## src/rtl/mcsv_pkg.sv

```systemverilog
package mcsv_pkg;
  typedef logic [1:0] phase_sel_t;

  localparam phase_sel_t SEL_BAD = 2'b11;
  localparam int N_OUT = 3;
  localparam int N_SEG = 9;
  localparam logic [3:0] SEG_ZERO = 4'd4;

  function automatic logic [2:0] next_sector(input logic [2:0] s);
    return (s >= 3'd5) ? 3'd0 : s + 3'd1;
  endfunction

  // {positive-rail input, negative-rail input}
  function automatic logic [3:0] rect_pair(input logic [2:0] k);
    case (k)
      3'd0: return {2'd0, 2'd1};
      3'd1: return {2'd0, 2'd2};
      3'd2: return {2'd1, 2'd2};
      3'd3: return {2'd1, 2'd0};
      3'd4: return {2'd2, 2'd0};
      3'd5: return {2'd2, 2'd1};
      default: return {SEL_BAD, SEL_BAD};
    endcase
  endfunction

  // bit o set: output o on positive rail
  function automatic logic [2:0] inv_pattern(input logic [2:0] j);
    case (j)
      3'd0: return 3'b001;
      3'd1: return 3'b011;
      3'd2: return 3'b010;
      3'd3: return 3'b110;
      3'd4: return 3'b100;
      3'd5: return 3'b101;
      default: return 3'b000;
    endcase
  endfunction
endpackage

```

## src/rtl/mcsv_duty.sv

```systemverilog
module mcsv_duty #(
  parameter int PW = 12,
  parameter int DW = 8
) (
  input  logic [PW-1:0]      period_i,
  input  logic [DW-1:0]      d_alpha_i,
  input  logic [DW-1:0]      d_beta_i,
  input  logic [DW-1:0]      d_gamma_i,
  input  logic [DW-1:0]      d_delta_i,
  output logic [3:0][PW-1:0] half_o
);
  localparam int PRW = PW + 2 * DW;
  localparam int SH  = 2 * DW + 1;

  // order: alpha-gamma, alpha-delta, beta-delta, beta-gamma
  for (genvar g = 0; g < 4; g++) begin : g_prod
    logic [DW-1:0] d_inv, d_rect;
    assign d_inv  = (g >= 2) ? d_beta_i : d_alpha_i;
    assign d_rect = (g == 1 || g == 2) ? d_delta_i : d_gamma_i;
    assign half_o[g] = PW'((PRW'(period_i) * PRW'(d_inv) * PRW'(d_rect)) >> SH);
  end
endmodule

```

## src/rtl/mcsv_timeline.sv

```systemverilog
module mcsv_timeline import mcsv_pkg::*; #(
  parameter int PW = 12
) (
  input  logic [PW-1:0]      t_i,
  input  logic [PW-1:0]      plen_i,
  input  logic [3:0][PW-1:0] half_i,
  output logic [3:0]         seg_o
);
  localparam int CW = PW + 4;

  logic [CW-1:0] sum2, zlen;
  logic [N_SEG-2:0][CW-1:0] seg_len;

  always_comb begin
    sum2 = CW'(half_i[0]) + CW'(half_i[1]) + CW'(half_i[2]) + CW'(half_i[3]);
    sum2 = sum2 << 1;
    zlen = (CW'(plen_i) >= sum2) ? CW'(plen_i) - sum2 : '0;
  end

  // mirrored layout around the zero segment
  for (genvar s = 0; s < N_SEG - 1; s++) begin : g_len
    if (s == 4) begin : g_zero
      assign seg_len[s] = zlen;
    end else if (s < 4) begin : g_lead
      assign seg_len[s] = CW'(half_i[s]);
    end else begin : g_trail
      assign seg_len[s] = CW'(half_i[8 - s]);
    end
  end

  logic [CW-1:0] acc;
  logic [3:0]    seg;

  always_comb begin
    acc = '0;
    seg = '0;
    for (int s = 0; s < N_SEG - 1; s++) begin
      acc = acc + seg_len[s];
      if (CW'(t_i) >= acc) seg = seg + 4'd1;
    end
    seg_o = seg;
  end
endmodule

```

## src/rtl/mcsv_state_map.sv

```systemverilog
module mcsv_state_map import mcsv_pkg::*; (
  input  logic [2:0]             rsec_i,
  input  logic [2:0]             isec_i,
  input  logic [3:0]             seg_i,
  output phase_sel_t [N_OUT-1:0] sel_o
);
  logic [2:0] k_sel, j_sel, pat;
  logic [3:0] pn, pn_g;
  phase_sel_t zph;
  logic       ok;

  always_comb begin
    k_sel = rsec_i;
    j_sel = isec_i;
    case (seg_i)
      4'd1, 4'd7: k_sel = next_sector(rsec_i);
      4'd2, 4'd6: begin
        k_sel = next_sector(rsec_i);
        j_sel = next_sector(isec_i);
      end
      4'd3, 4'd5: j_sel = next_sector(isec_i);
      default: ;
    endcase
    pn   = rect_pair(k_sel);
    pn_g = rect_pair(rsec_i);
    pat  = inv_pattern(j_sel);
    // even inverter sector: beta-gamma has two outputs on the positive rail
    zph  = isec_i[0] ? pn_g[1:0] : pn_g[3:2];
    ok   = (rsec_i < 3'd6) && (isec_i < 3'd6);
    for (int o = 0; o < N_OUT; o++) begin
      if (!ok)                   sel_o[o] = SEL_BAD;
      else if (seg_i == SEG_ZERO) sel_o[o] = zph;
      else                       sel_o[o] = pat[o] ? pn[3:2] : pn[1:0];
    end
  end
endmodule

```

## src/rtl/mcsv_sw_dec.sv

```systemverilog
module mcsv_sw_dec import mcsv_pkg::*; (
  input  logic                   clk_i,
  input  logic                   rst_ni,
  input  logic                   en_i,
  input  phase_sel_t [N_OUT-1:0] sel_i,
  output logic [3*N_OUT-1:0]     sw_o,
  output logic                   fault_o
);
  logic [N_OUT-1:0] bad;
  logic             fault_q;

  for (genvar o = 0; o < N_OUT; o++) begin : g_out
    logic [2:0] grp_q;
    assign bad[o] = en_i && (sel_i[o] == SEL_BAD);
    always_ff @(posedge clk_i or negedge rst_ni) begin
      if (!rst_ni)                grp_q <= 3'b001;
      else if (en_i && !bad[o])   grp_q <= 3'b001 << sel_i[o];
    end
    assign sw_o[3*o +: 3] = grp_q;
  end

  always_ff @(posedge clk_i or negedge rst_ni) begin
    if (!rst_ni) fault_q <= 1'b0;
    else         fault_q <= fault_q | (|bad);
  end

  assign fault_o = fault_q;
endmodule

```

## src/rtl/mcsv_seq.sv

```systemverilog
module mcsv_seq import mcsv_pkg::*; #(
  parameter int PW = 12,
  parameter int DW = 8
) (
  input  logic                 clk_i,
  input  logic                 rst_ni,
  input  logic [PW-1:0]        period_i,
  input  logic [2:0]           rect_sector_i,
  input  logic [2:0]           inv_sector_i,
  input  logic [DW-1:0]        d_alpha_i,
  input  logic [DW-1:0]        d_beta_i,
  input  logic [DW-1:0]        d_gamma_i,
  input  logic [DW-1:0]        d_delta_i,
  output logic [3*N_OUT-1:0]   sw_o,
  output logic                 period_strobe_o,
  output logic                 fault_o
);
  logic                 valid_q, strobe_q, load;
  logic [PW-1:0]        t_q, plen_q;
  logic [PW:0]          t_nxt;
  logic [2:0]           rsec_q, isec_q;
  logic [3:0][PW-1:0]   half_w, half_q;
  logic [3:0]           seg_w;
  phase_sel_t [N_OUT-1:0] sel_w;

  mcsv_duty #(.PW(PW), .DW(DW)) u_duty (
    .period_i (period_i),
    .d_alpha_i(d_alpha_i),
    .d_beta_i (d_beta_i),
    .d_gamma_i(d_gamma_i),
    .d_delta_i(d_delta_i),
    .half_o   (half_w)
  );

  assign t_nxt = {1'b0, t_q} + 1'b1;
  assign load  = !valid_q || (t_nxt >= {1'b0, plen_q});

  always_ff @(posedge clk_i or negedge rst_ni) begin
    if (!rst_ni) begin
      valid_q  <= 1'b0;
      strobe_q <= 1'b0;
      t_q      <= '0;
      plen_q   <= '0;
      rsec_q   <= '0;
      isec_q   <= '0;
      half_q   <= '0;
    end else begin
      valid_q  <= 1'b1;
      strobe_q <= valid_q && (t_q == '0);
      if (load) begin
        t_q    <= '0;
        plen_q <= period_i;
        rsec_q <= rect_sector_i;
        isec_q <= inv_sector_i;
        half_q <= half_w;
      end else begin
        t_q <= t_nxt[PW-1:0];
      end
    end
  end

  mcsv_timeline #(.PW(PW)) u_timeline (
    .t_i   (t_q),
    .plen_i(plen_q),
    .half_i(half_q),
    .seg_o (seg_w)
  );

  mcsv_state_map u_map (
    .rsec_i(rsec_q),
    .isec_i(isec_q),
    .seg_i (seg_w),
    .sel_o (sel_w)
  );

  mcsv_sw_dec u_dec (
    .clk_i  (clk_i),
    .rst_ni (rst_ni),
    .en_i   (valid_q),
    .sel_i  (sel_w),
    .sw_o   (sw_o),
    .fault_o(fault_o)
  );

  assign period_strobe_o = strobe_q;
endmodule

```

## config.mk

```make
export PLATFORM = sky130hd
export DESIGN_NAME = mcsv_seq
export DESIGN_NICKNAME = d
export VERILOG_FILES = /design/src/rtl/mcsv_pkg.sv /design/src/rtl/mcsv_duty.sv /design/src/rtl/mcsv_timeline.sv /design/src/rtl/mcsv_state_map.sv /design/src/rtl/mcsv_sw_dec.sv /design/src/rtl/mcsv_seq.sv
export SDC_FILE = /design/constraint.sdc
export NUM_CORES = 2
export LEC_CHECK = 0
export ABC_AREA = 1
export BUFFER_PORTS_ARGS = -buffer_cell sky130_fd_sc_hd__clkbuf_2
export CAP_MARGIN = 5
export CORE_MARGIN = 4
export CORE_UTILIZATION = 47
export CTS_BUF_LIST = sky130_fd_sc_hd__clkbuf_8 sky130_fd_sc_hd__clkbuf_16
export CTS_CLUSTER_DIAMETER = 40
export DETAILED_ROUTE_END_ITERATION = 8
export PLACE_DENSITY_LB_ADDON = 0.15
export SETUP_SLACK_MARGIN = 0.5
export SKIP_LAST_GASP = 1
export SLEW_MARGIN = 25
export SYNTH_ARGS = -nofsm -noshare
export SYNTH_HDL_FRONTEND = slang
export SYNTH_SLANG_ARGS = --single-unit
```

## constraint.sdc

```tcl
create_clock -name clk_i -period 16.15 [get_ports clk_i]
set_input_delay 1.615 -clock clk_i [delete_from_list [all_inputs] [get_ports clk_i]]
set_output_delay 1.615 -clock clk_i [all_outputs]
set_load 0.02 [all_outputs]
```

==> results.sh <==
export IMPL_status="finished clean"
export IMPL_cts_root_buffer="clkbuf_16"
export IMPL_rsz0062_at_grt="no"
export IMPL_rows=100
export IMPL_cts_resized=0
export IMPL_tightest_slew_ns=1.126
export IMPL_hp_class="reg -> reg"
export IMPL_endpoint_kind="register"
export IMPL_dieHeight_um=281.7
export IMPL_final_antenna_net_count=0
export IMPL_drtIter0Drc=1529
export IMPL_netlist_instances=4806
export IMPL_antenna_diode_count=0
export IMPL_grt_pass1_vias=30360
export IMPL_slew_headroom_pct=24.91
export IMPL_gp_congestion=0.9289
export IMPL_htreeDepth=3
export IMPL_hpwl_um=78740
export IMPL_fin_skew_ns=0.01481
export IMPL_grt_pass1_wl_um=162900
export IMPL_cts_sinks=86
export IMPL_slew_violations=0
export IMPL_multi_input_area_um2=28250
export IMPL_crit_path_top_delay_cell="fa_1"
export IMPL_crit_type="reg -> reg"
export IMPL_tns_ns=0
export IMPL_ys_ff_latch=86
export IMPL_async_flop_share_pct=100.0
export IMPL_finalHoldViolCount=0
export IMPL_critPathMaxStageDelay_ns=0.43
export IMPL_vias_per_cell=5.092
export IMPL_synthesis_nets=5893
export IMPL_worstPathMaxFanout=12
export IMPL_fillers=7606
export IMPL_synth_cell_type_count=54
export IMPL_portBuffers=62
export IMPL_synth_edf_count=0
export IMPL_die_area_um2=79330
export IMPL_ys_warn_count=0
export IMPL_final_layout_size_suffix_gt1_share_pct=5.125
export IMPL_drv_cap=0
export IMPL_clkTransAtPathRegs_ns=0.08
export IMPL_worstPathArrival_ns=12.93
export IMPL_num_io_pins=63
export IMPL_clock_latency_ns=0.38
export IMPL_ctsHoldBuffers=0
export IMPL_finalCriticalPeriod_ns=12.61
export IMPL_die_w_um=281.7
export IMPL_grt_max_degree=54
export IMPL_place_area_um2=36340
export IMPL_tritoncts="done"
export IMPL_critPathLaunchType="register"
export IMPL_drtPass1Iterations=5
export IMPL_fin_nets=5843
export IMPL_routed_wl_um=98330
export IMPL_via_count=29180
export IMPL_area_growth_pct=4.116
export IMPL_syn_area_per_cell_um2=7.323
export IMPL_coreArea_um2=74320
export IMPL_syn_cell_area_um2=35200
export IMPL_fmax_ghz=0.07932
export IMPL_wire_per_inst_um=17.16
export IMPL_grt_total_usage_pct=25.88
export IMPL_grt_overflow_total=0
export IMPL_period_share_pct=78.07
export IMPL_antenna_found_initial=0
export IMPL_design_area_um2=36650
export IMPL_crit_required_ns=16.48
export IMPL_start_util_pct=47.36
export IMPL_synth_ff_type="dfrtp_1"
export IMPL_post_cts_setup_buffers=0
export IMPL_yosysSeqAreaShare_pct=6.125
export IMPL_setup_viol=0
export IMPL_route_detailed_drc=0
export IMPL_max_clock_path_buffers=2
export IMPL_seqCellArea_um2=2156
export IMPL_crit_top_cell="nand2_1"
export IMPL_cts_buffers=9
routing by layer:
metal,share of wire (%),track usage [%],up-vias
met3,4.1,1.979,134
met2,48,44.95,618
met5,0,0,-
met1,45,34.72,14100
met4,3.4,8.003,0
li1,-,-,14320
cell usage in the layout (no fill, tap or decap), types with 10 or more instances in the layout:
master	n
nor3_1	19
a21o_1	10
o21ai_0	121
nand3_2	19
inv_2	13
a211oi_1	11
buf_4	17
clkinv_1	16
nand4_1	36
xnor2_1	41
inv_1	1113
dfrtp_1	83
a21oi_1	188
nand2_1	1216
xor2_1	63
nand2_2	37
or2_2	38
ha_1	479
nand3_1	137
nor2_2	17
nor2_1	342
o21bai_1	21
a31oi_1	10
clkbuf_2	61
fa_1	556
cell type report:
| class | instances | area share, % |
|---|---|---|
| Sequential cell | 86 | 5.883 |
| Clock inverter | 7 | 0.2185 |
| Inverter | 1143 | 11.71 |
| Tap cell | 969 | 3.309 |
| Multi-Input combinational cell | 3438 | 77.08 |
| Timing Repair Buffer | 78 | 1.181 |
| Clock buffer | 9 | 0.6146 |
stage by stage:
| step | worst slack [ns] | std cells | utilization [%] | hold slack [ns] |
|---|---|---|---|---|
| 5_1_grt | 1.921 | 5730 | 49.31 | 0.4875 |
| 3_5_place_dp | 3.606 | 5714 | 48.90 | 0.4613 |
| 3_3_place_gp | 3.840 | 5714 | 48.89 | 0.4689 |
| 2_1_floorplan | 5.108 | 4806 | - | 0.4602 |
| 6_report | 3.542 | 5730 | 49.31 | 0.4766 |
| 4_1_cts | 3.556 | 5730 | 49.31 | 0.4821 |
logic make-up (layout without fill, tap and decap cells):
kind of cell               Yosys count  in the layout  synth area share, %
AOI/OAI and AO/OA                  406            406                6.438
xor gates and xnor gates           106            106                2.659
adders and majority gates         1035           1035                48.65
buffers and inverters             1282           1237                13.68
DFF                                 86             86                6.125
other                                1              1              0.01065
and+or+nand+nor                   1890           1890                22.44
cell usage after synthesis (all sizes together), types with 5 or more instances:
| library cell | n | area (um2) |
|---|---|---|
| a211oi | 11 | 82.58 |
| a21o | 10 | 75.07 |
| a21oi | 192 | 975.9 |
| a31oi | 10 | 62.56 |
| buf | 10 | 38.78 |
| clkbuf | 129 | 484.2 |
| clkinv | 18 | 67.56 |
| dfrtp | 83 | 2077 |
| fa | 556 | 11130 |
| ha | 479 | 5993 |
| inv | 1125 | 4223 |
| nand2 | 1256 | 4830 |
| nand3 | 158 | 898.4 |
| nand3b | 6 | 45.04 |
| nand4 | 39 | 280.3 |
| nor2 | 361 | 1413 |
| nor3 | 22 | 131.4 |
| nor4 | 5 | 31.28 |
| o211ai | 5 | 37.54 |
| o21ai | 129 | 649.4 |
| o21bai | 21 | 157.7 |
| o22ai | 6 | 37.54 |
| o31ai | 10 | 88.83 |
| or2 | 41 | 256.5 |
| xnor2 | 41 | 359.1 |
| xor2 | 65 | 576.8 |
final timing paths:
check / start / endpoint / slack (ns) / depth (start not counted)
setup / recovery: half_q[0] / u_dec.g_out[1].grp_q[0] / 3.54 / 78
hold / removal: u_dec.g_out[2].grp_q[0] / u_dec.g_out[2].grp_q[0] / 0.48 / 2
setup reg to reg: half_q[0] / u_dec.g_out[1].grp_q[0] / 3.54 / 78
hold reg to reg: u_dec.g_out[2].grp_q[0] / u_dec.g_out[2].grp_q[0] / 0.48 / 2
max in group asynchronous: rst_ni / half_q[27] / 13.84 / 2
min in group asynchronous: rst_ni / period_strobe_o / 1.18 / 1
critical path: cells and delay by family (launching register included):
kind	cells	cell delay, ns
and+or+nand+nor	31	3.27
AOI/OAI and AO/OA	18	3.20
buffers and inverters	12	0.86
DFF	1	0.40
xor gates and xnor gates	6	1.32
adders and majority gates	11	3.49
registers in the layout, indices dropped and copies added, names as in the netlist:
name and flops:
half_q 44, isec_q 3, period_strobe_o 1, plen_q 12, rsec_q 3, t_q 12
u_dec.fault_o 1, u_dec.g_out.grp_q 9, valid_q 1
Power is not shown: default switching activity piles up to over one toggle a cycle in this logic, so the estimate is an artifact.
